$ cat src/rtl/rc_pkg.sv
package rc_pkg;

    typedef enum logic [2:0] {
        P_LOCAL = 3'd0,
        P_EAST  = 3'd1,
        P_WEST  = 3'd2,
        P_NORTH = 3'd3,
        P_SOUTH = 3'd4
    } port_e;

    typedef enum logic [1:0] {
        M_XY  = 2'd0,
        M_YX  = 2'd1,
        M_SRC = 2'd2,
        M_RSV = 2'd3
    } mode_e;

    localparam int CODE_W = 3;

    // Map a raw source-route code to a port; out-of-range codes eject.
    function automatic port_e code_to_port(input logic [CODE_W-1:0] c);
        if (c <= 3'd4) return port_e'(c);
        else           return P_LOCAL;
    endfunction

    // A field with bit 0 set or no bit at all has no hops left.
    function automatic logic hops_done(input logic lsb, input logic any_set);
        return lsb | ~any_set;
    endfunction

endpackage

$ cat src/rtl/rc_dor_step.sv
module rc_dor_step
    import rc_pkg::*;
#(
    parameter int XW = 5,
    parameter int YW = 5
) (
    input  logic          yx_first,
    input  logic          x_neg,
    input  logic [XW-1:0] x_hot,
    input  logic          y_neg,
    input  logic [YW-1:0] y_hot,
    output port_e         port,
    output logic [XW-1:0] nx_hot,
    output logic [YW-1:0] ny_hot
);
    logic x_zero, y_zero, x_go, y_go;

    always_comb begin
        x_zero = hops_done(x_hot[0], |x_hot);
        y_zero = hops_done(y_hot[0], |y_hot);
        x_go   = !x_zero && (!yx_first || y_zero);
        y_go   = !y_zero && ( yx_first || x_zero);

        port   = P_LOCAL;
        nx_hot = x_hot;
        ny_hot = y_hot;
        if (x_go) begin
            port   = x_neg ? P_WEST : P_EAST;
            nx_hot = x_hot >> 1;
        end else if (y_go) begin
            port   = y_neg ? P_SOUTH : P_NORTH;
            ny_hot = y_hot >> 1;
        end
    end
endmodule

$ cat src/rtl/rc_src_step.sv
module rc_src_step
    import rc_pkg::*;
#(
    parameter int DEPTH = 4,
    localparam int LW   = DEPTH * CODE_W
) (
    input  logic [LW-1:0] list_in,
    output port_e         port,
    output logic [LW-1:0] list_out
);
    always_comb begin
        port     = code_to_port(list_in[CODE_W-1:0]);
        list_out = list_in >> CODE_W;
    end
endmodule

$ cat src/rtl/rc_out_stage.sv
module rc_out_stage #(
    parameter int W          = 8,
    parameter bit REGISTERED = 1'b1
) (
    input  logic         clk,
    input  logic         rst,
    input  logic [W-1:0] d,
    output logic [W-1:0] q
);
    generate
        if (REGISTERED) begin : g_reg
            always_ff @(posedge clk) begin
                if (rst) q <= '0;
                else     q <= d;
            end
        end else begin : g_comb
            assign q = d;
        end
    endgenerate
endmodule

$ cat src/rtl/route_compute.sv
module route_compute
    import rc_pkg::*;
#(
    parameter int X_HOPS     = 4,
    parameter int Y_HOPS     = 4,
    parameter int SRC_DEPTH  = 4,
    parameter bit REGISTERED = 1'b1
) (
    input  logic                       clk,
    input  logic                       rst,
    input  logic                       in_valid,
    input  logic [1:0]                 mode,
    input  logic                       x_neg,
    input  logic [X_HOPS:0]            x_hot,
    input  logic                       y_neg,
    input  logic [Y_HOPS:0]            y_hot,
    input  logic [3*SRC_DEPTH-1:0]     src_list,
    output logic                       out_valid,
    output logic [2:0]                 out_port,
    output logic                       nxt_x_neg,
    output logic [X_HOPS:0]            nxt_x_hot,
    output logic                       nxt_y_neg,
    output logic [Y_HOPS:0]            nxt_y_hot,
    output logic [3*SRC_DEPTH-1:0]     nxt_src_list
);
    localparam int XW = X_HOPS + 1;
    localparam int YW = Y_HOPS + 1;
    localparam int LW = CODE_W * SRC_DEPTH;
    localparam int OW = 1 + CODE_W + 1 + XW + 1 + YW + LW;

    port_e          dor_port, src_port, sel_port;
    logic [XW-1:0]  dor_x, sel_x;
    logic [YW-1:0]  dor_y, sel_y;
    logic [LW-1:0]  src_next, sel_list;
    logic [OW-1:0]  stage_d, stage_q;

    rc_dor_step #(.XW(XW), .YW(YW)) dor_i (
        .yx_first (mode_e'(mode) == M_YX),
        .x_neg    (x_neg),
        .x_hot    (x_hot),
        .y_neg    (y_neg),
        .y_hot    (y_hot),
        .port     (dor_port),
        .nx_hot   (dor_x),
        .ny_hot   (dor_y)
    );

    rc_src_step #(.DEPTH(SRC_DEPTH)) src_i (
        .list_in  (src_list),
        .port     (src_port),
        .list_out (src_next)
    );

    always_comb begin
        if (mode_e'(mode) == M_SRC) begin
            sel_port = src_port;
            sel_x    = x_hot;
            sel_y    = y_hot;
            sel_list = src_next;
        end else begin
            sel_port = dor_port;
            sel_x    = dor_x;
            sel_y    = dor_y;
            sel_list = src_list;
        end
    end

    assign stage_d = {in_valid, sel_port, x_neg, sel_x, y_neg, sel_y, sel_list};

    rc_out_stage #(.W(OW), .REGISTERED(REGISTERED)) out_i (
        .clk (clk),
        .rst (rst),
        .d   (stage_d),
        .q   (stage_q)
    );

    assign {out_valid, out_port, nxt_x_neg, nxt_x_hot,
            nxt_y_neg, nxt_y_hot, nxt_src_list} = stage_q;
endmodule

$ cat config.mk
export PLATFORM = sky130hd
export DESIGN_NAME = route_compute
export DESIGN_NICKNAME = d
export VERILOG_FILES = /design/src/rtl/rc_pkg.sv /design/src/rtl/rc_dor_step.sv /design/src/rtl/rc_src_step.sv /design/src/rtl/rc_out_stage.sv /design/src/rtl/route_compute.sv
export SDC_FILE = /design/constraint.sdc
export NUM_CORES = 1
export LEC_CHECK = 0
export CAP_MARGIN = 20
export CORE_MARGIN = 3
export CORE_UTILIZATION = 40
export CTS_CLUSTER_SIZE = 40
export DETAILED_ROUTE_END_ITERATION = 7
export PLACE_DENSITY = 0.84
export SETUP_SLACK_MARGIN = 0.5
export SKIP_CTS_REPAIR_TIMING = 1
export SLEW_MARGIN = 20
export SYNTH_ARGS = -nofsm -noshare
export SYNTH_HDL_FRONTEND = slang
export SYNTH_HIERARCHICAL = 1
export SYNTH_SLANG_ARGS = --single-unit
$ cat constraint.sdc
create_clock -name clk -period 4.05 [get_ports clk]
set_clock_uncertainty 0.05 [all_clocks]
set_input_delay 0.405 -clock clk [delete_from_list [all_inputs] [get_ports clk]]
set_output_delay 0.405 -clock clk [all_outputs]
set_load 0.05 [all_outputs]
# Yosys cells after proc, flatten, opt, wreduce, memory -nomap -nowiden
# Cells that the tools add are included.
[totals] word_cells=31 inputBits=29 out_inout_bits=28 ff_bits=28
[classes] n_mux=12 n_bitwise=4 eq_ne=2 n_reduce_logical=10 n_lt_le_gt_ge=1
[op_table] operator="5-bit 2-to-1 mux" n=5
[op_table] operator="3-bit 2-to-1 mux" n=5
[op_table] operator="5-bit OR reduction" n=2
[op_table] operator="9-bit 2-to-1 mux" n=1
[op_table] operator="3-bit less-or-equal comparator (second input constant)" n=1
[op_table] operator="1-bit zero test" n=3
[op_table] operator="2-bit by 1-bit == test with 1-bit output (second input constant)" n=1
[op_table] operator="2-bit == test (second input constant)" n=1
[op_table] operator="1-bit logical AND" n=2
[op_table] operator="1-bit logical OR" n=2
[op_table] operator="2-bit 2-to-1 mux" n=1
[op_table] operator="1-bit inverter" n=2
[op_table] operator="1-bit OR" n=2
[op_table] operator="2-bit OR reduction" n=1

# Longest topological paths before layout
# Gate-level depths: netlist (run 1).
[logic_depth] ltp_word=8 depth_mapped=6

# Cells and area by module
# The synthesis (run 1) kept the hierarchy.
[modules_own_cells] mod="rc_out_stage" cells_per_inst=58 area_per_inst_um2=778.2 instances=1 seq_area_each_um2=560.5
[modules_own_cells] mod="route_compute" cells_per_inst=30 area_per_inst_um2=430.4 instances=1 seq_area_each_um2=0.0
[modules_own_cells] mod="rc_dor_step" cells_per_inst=24 area_per_inst_um2=215.2 instances=1 seq_area_each_um2=0.0
[modules_own_cells] mod="rc_src_step" cells_per_inst=16 area_per_inst_um2=123.9 instances=1 seq_area_each_um2=0.0

# Least setup slack after synthesis (run 1)
# Ideal clock, no wire load.
[synth_timing] path_type="in2reg" startpoint="input y_hot[1]" endpoint="register out_i.q[19]" required_ns=3.886 arrival_ns=1.924 setup_slack_ns=1.962 cell_stages=5 cell_sequence="or4_4 > a31oi_4 > mux2_2 > mux2_4 > nor2b_1"
[synth_between] elab_chain_cells=7
[synth_lines] element="from (decl)" line="route_compute.sv:16" rtl="input logic [Y_HOPS:0] y_hot,"
[synth_lines] element="5-bit OR reduction" line="rc_dor_step.sv:20" rtl="y_zero = hops_done(y_hot[0], |y_hot);"
[synth_lines] element="1-bit inverter" line="rc_pkg.sv:28" rtl="return lsb | ~any_set;"
[synth_lines] element="1-bit OR" line="rc_pkg.sv:28"
[synth_lines] element="1-bit logical OR" line="rc_dor_step.sv:21" rtl="x_go = !x_zero && (!yx_first || y_zero);"
[synth_lines] element="1-bit logical AND" line="rc_dor_step.sv:21"
[synth_lines] element="5-bit 2-to-1 mux" line="rc_dor_step.sv:27" rtl="if (x_go) begin"
[synth_lines] element="via dor_x[1]" line="route_compute.sv:32" rtl="logic [XW-1:0] dor_x, sel_x;"
[synth_lines] element="5-bit 2-to-1 mux" line="route_compute.sv:55" rtl="if (mode_e'(mode) == M_SRC) begin"
[synth_lines] element="via sel_x[1]" line="route_compute.sv:32"
[synth_lines] element="to (signal assigned)" line="rc_out_stage.sv:13" rtl="if (rst) q <= '0;"
[synth_lines] element="to (signal assigned)" line="rc_out_stage.sv:14" rtl="else q <= d;"
[synth_lines] element="to (decl)" line="rc_out_stage.sv:8" rtl="output logic [W-1:0] q"
# The timed path passes the listed nets, and every way through them passes these cells.
# A chain may end at the register's enable or synchronous reset.

# Worst setup path after layout (run 1)
[layout_timing] startpoint="input y_hot[1]" endpoint="register out_i.q[21]"
# Same word-level chain as after synthesis.

==> flow_summary.ini, run 1 <==
[global_route]
grt_use_total_pct = 13.2
grt_max_degree = 29
grt_pass1_vias = 1079
antenna_found_initial = 0
grt_pass1_wl_um = 4600
gr-total-overflow = 0

[clock_network]
htree_levels = 1
cts.sinks = 28
cts_tree = yes
clk_pin_slew_worst_paths_ns = 0.09
root_buffer = clkbuf_8
clockBufferDepth = 2
cts_buffers = 3

[yosys]
yosysSeqAreaShare_pct = 36.2
synth_seq_cells = 28
netlist_area_um2 = 1550
synth-edff-count = 0
ys.flop_type = dfxtp_1
syn-mean-instance-area_um2 = 12.1
synth_cell_types = 23
ys_async_sr_fraction_pct = 0
synth_warnings = 6
synthCells = 128

[power_and_ir_drop]
power_frac_comb_pct = 32.3
clkPwrFrac_pct = 24.3
power_density_nw_per_um2 = 333
leakagePower_nw = 0.846
ir_worst_vdd_v = 0.000142
p_total_mw = 0.687
switching_power_mw = 0.197
intPower_mw = 0.490
switching_share_pct = 28.7
p_seq_share_pct = 43.5

[detailed_routing]
viasPerCell = 4.59
vias = 1006
postRouteWirelength_um = 2860
drt_iter0_drc = 65
wl_per_cell_um = 13.1
detail-route-antenna-nets = 0
firstDrtPassIters = 4
drc = 0

[sta]
finalWorstPathRequiredPeriod_ns = 2.43
period_share_pct = 59.9
rsz0062_at_grt = no
max_slew_margin_pct = 38.9
tightest_slew_ns = 0.914
clock.fmax_mhz = 412
final-setup-viol-count = 0
hold_viol = 0
drv_slew = 0
timing.hold.ws_ns = 0.680
final.setup.worst_slack_ns = 1.62
fin_tns_setup_ns = 0

[floorplan]
die_area_um2 = 4650
ios = 57
placementRows = 21
start_util_pct = 44.0
coreArea_um2 = 3520
die_h_um = 68.2
fp.dieW_um = 68.2

[worst_setup_path]
critPathRequiredTime_ns = 4.13
endpoint_kind = flip-flop
cp_max_fo = 6
cp_data_arrival_time_ns = 2.51
crit_path_start_kind = input port
crit_type = in2reg

[placement]
dp.cells = 215
place_congestion = 0.692
place_area_um2 = 2010
port_buffers = 56
dp_slack_ns = 1.32

[final_layout]
final_area_um2 = 2060
finalNonFillerCells = 219
diodes = 0
largestRegisters = out_i/q (28)
area_growth_pct = 33.4
layout-drive-gt1-share_pct = 30.1
largest_reg_flops = 28
nNetsFinal = 203
top_register = out_i/q
finish.utilization_pct = 58.6
num-fill-cells = 300

[run]
cap_violations = 0

[min_path]
min_path_type = in2reg

[run_status]
run_status = finished, final reports clean
==> layer usage <==
layer	global-route usage [%]	vias to the layer above	share of wire, %
met5	0	-	0
met4	6.45	0	1.6
met3	1.64	4	8.0
met2	24.9	38	51
met1	14.2	465	40
li1	-	499	-
==> cell usage after synthesis, drive strengths merged (2+ instances only) <==
| cell type | instances | area [um^2] |
|---|---|---|
| a22o | 2 | 17.5 |
| mux2 | 31 | 424 |
| buf | 17 | 164 |
| nor2b | 24 | 158 |
| and2b | 12 | 104 |
| or4 | 2 | 22.5 |
| dfxtp | 28 | 561 |
| a21o | 2 | 15.0 |
==> layout by cell type (no fill, tap or decap) <==
cell type / n
clkdlybuf4s50_1: 56
dfxtp_1: 28
nor2b_1: 23
mux2_4: 20
and2b_2: 11
mux2_2: 11
clkbuf_8: 4
conb_1: 3
or4_4: 2
a21o_1: 2
a22o_1: 2
nor2b_4: 1
nor2_1: 1
a21oi_4: 1
nand2_1: 1
inv_1: 1
a31oi_4: 1
nand3_1: 1
and2_1: 1
and3_1: 1
and2b_1: 1
nor3b_2: 1
==> power by group through the flow <==
stage	Combinational [mW]	Clock, mW	Sequential, mW
finish	0.222	0.167	0.299
global route	0.234	0.186	0.301
CTS	0.224	0.177	0.299
detailed placement	0.223	0	0.306
global placement	0.219	0	0.305
floorplan	0.0896	0	0.372
==> cells by family (layout without fill, tap and decap cells) <==
logic type / count (synthesis) / count (layout) / synth area share, %
muxes: 31 / 31 / 27.4
buffers and inverters: 18 / 61 / 10.8
DFF: 28 / 28 / 36.2
and+or+nand+nor: 44 / 44 / 20.8
AOI/OAI and AO/OA: 6 / 6 / 4.53
other: 1 / 3 / 0.242
==> layout make-up <==
cell class,instances,area [um^2],area share (%)
multi-input cells,84,827,40.1
flip-flops and latches,28,561,27.2
repair buffers,56,561,27.2
well taps,46,57.6,2.79
clock buffers,4,55.1,2.67
inverters,1,3.75,0.182
==> path summary, 6_finish.rpt <==
kind	start	endpoint	slack, ns	depth (start not counted)
worst max-delay path	y_hot[1]	out_i/q[21]	1.62	6
worst min-delay path	in_valid	out_i/q[27]	0.68	2
==> worst max-delay path, stage by stage <==
cell and delay [ns]:
clkdlybuf4s50_1 0.46, or4_4 0.59, a31oi_4 0.28, mux2_2 0.37, mux2_4 0.27, nor2b_1 0.13
No activity file was read; power rests on OpenSTA's default activity.
==> run 2, diff against run 1 <==
clock period = 2.3 ns   (was 4.05 ns; I/O delays follow)
==> run 2 against run 1 <==
Compared with the run above:
- sequential power rose by 76%
- via count rose by 3.9%
- routed wire length rose by 5.0%
- clock-buffer cell count fell by 1
- critical path depth did not move
- global-route usage rose by 0.13 points
- flip-flop and latch count did not move
- setup slack got worse by 1.1 ns
- core utilization rose by 3.1 points
==> flow_summary.ini, run 2 (synthesized netlist as in run 1, its figures left out) <==
[sta]
drv_slew = 0
finalWorstPathRequiredPeriod_ns = 1.77
final-setup-viol-count = 0
timing.hold.ws_ns = 0.310
period_share_pct = 76.8
rsz0062_at_grt = no
tightest_slew_ns = 0.507
hold_viol = 0
clock.fmax_mhz = 566
max_slew_margin_pct = 66.1

[floorplan]
coreArea_um2 = 3520
start_util_pct = 44.0
die_h_um = 68.2
placementRows = 21
die_area_um2 = 4650
fp.dieW_um = 68.2
ios = 57

[detailed_routing]
wl_per_cell_um = 13.2
vias = 1045
viasPerCell = 4.58
firstDrtPassIters = 3
postRouteWirelength_um = 3010
drc = 0
detail-route-antenna-nets = 0
drt_iter0_drc = 27

[worst_setup_path]
cp_data_arrival_time_ns = 1.87
crit_path_start_kind = input port
cp_max_fo = 5
path_cells = dlymetal6s2s_1 > or4_4 > a21oi_4 > mux2_4 > mux2_4 > nor2b_1
worst-path-buf-inv = 1
critPathRequiredTime_ns = 2.40
crit_family = simple AND/OR/NAND/NOR gates
cp_num_cells = 6
worst_path_largest_cell_delay_ns = 0.52
path_common_cell = mux2_4
slowest_stage = or4_4
crit_type = in2reg
endpoint_kind = flip-flop

[global_route]
grt_pass1_vias = 1087
gr-usage-met2_pct = 26.5
gr-total-overflow = 0
met3_usage_pct = 2.46
use_met1_pct = 13.6
grt_pass1_wl_um = 4690
busiest_layer = met2
antenna_found_initial = 0
grt_max_degree = 29
grt_use_total_pct = 13.3

[power_and_ir_drop]
ir_worst_vdd_v = 0.000215
p_seq_share_pct = 44.2
switching_share_pct = 29.4
clkPwrFrac_pct = 21.3
leakagePower_nw = 0.980
power_frac_comb_pct = 34.5
switching_power_mw = 0.350
intPower_mw = 0.841
power_density_nw_per_um2 = 548

[final_layout]
largestRegisters = out_i/q (28)
largest_reg_flops = 28
area_growth_pct = 40.3
nNetsFinal = 213
layout_commonest_cell = clkdlybuf4s50_1
num-fill-cells = 309
final_area_um2 = 2170
top_register = out_i/q
seq_area_um2 = 561
multi_input_area_um2 = 865
layout-drive-gt1-share_pct = 37.4
layout_common_cells = clkdlybuf4s50_1, dfxtp_1, mux2_4
diodes = 0

[run]
cap_violations = 0

[run_status]
run_status = finished, final reports clean

[placement]
place_area_um2 = 2100
place_congestion = 0.714
port_buffers = 56
hpwl_um = 2320

[clock_network]
clk_pin_slew_worst_paths_ns = 0.09
cts.sinks = 28
cts_tree = yes
clockBufferDepth = 2
cts_buffers = 3
root_buffer = clkbuf_8
htree_levels = 1

[min_path]
min_path_type = in2reg
whs_path_depth = 3
hold_end = out_i/q[20]
worstHoldStart = x_hot[2]
run 2: cell types whose count changed in the layout (fill, tap and decap cells not counted), moves of 4 or more:
cell / before / now
clkbuf_2: 0 / 4
mux2_2: 11 / 5
mux2_4: 20 / 26
dlymetal6s2s_1: 0 / 6
buf_4: 0 / 9
clkdlybuf4s50_1: 56 / 45
run 2: power groups by stage:
| stage | Sequential, mW | Clock [mW] | Combinational [mW] |
|---|---|---|---|
| final | 0.526 | 0.254 | 0.411 |
| after global routing | 0.529 | 0.283 | 0.434 |
| after CTS | 0.527 | 0.263 | 0.411 |
| after global placement | 0.537 | 0 | 0.401 |
| after detailed placement | 0.539 | 0 | 0.409 |
| after floorplan | 0.656 | 0 | 0.161 |
run 2: metrics by stage:
step | instances | total power, mW | TNS, ns | utilization, % | worst slack [ns]
global route | 228 | 1.25 | 0 | 61.7 | 0.487
global placement | 224 | 0.938 | -0.263 | 59.7 | -0.0520
detailed placement | 224 | 0.948 | -0.509 | 59.7 | -0.0878
floorplan | 130 | 0.817 | 0 | - | 0.436
CTS | 227 | 1.20 | 0 | 60.8 | 0.200
finish | 228 | 1.19 | 0 | 61.7 | 0.533
run 2: worst max path at each step:
| stage | start | end | slack, ns |
|---|---|---|---|
| CTS | y_hot[1] | out_i/q[19] | 0.20 |
| global placement | y_hot[1] | out_i/q[21] | -0.05 |
| detailed placement | y_hot[1] | out_i/q[19] | -0.09 |
| finish | x_hot[3] | out_i/q[14] | 0.53 |
| global route | x_hot[0] | out_i/q[15] | 0.49 |
| floorplan | y_hot[1] | out_i/q[19] | 0.44 |
run 2: per-layer routing:
layer / wire (um) / part of all wire, %
met1: 1230 / 41
met2: 1510 / 50
met3: 246 / 8.2
met4: 19 / 0.63
met5: 0 / 0
run 2: layout make-up:
cell class	count	share of cell area, %
multi-input cells	84	39.8
repair buffers	66	29.7
flip-flops and latches	28	25.8
well taps	46	2.65
clock buffers	3	1.90
inverters	1	0.173
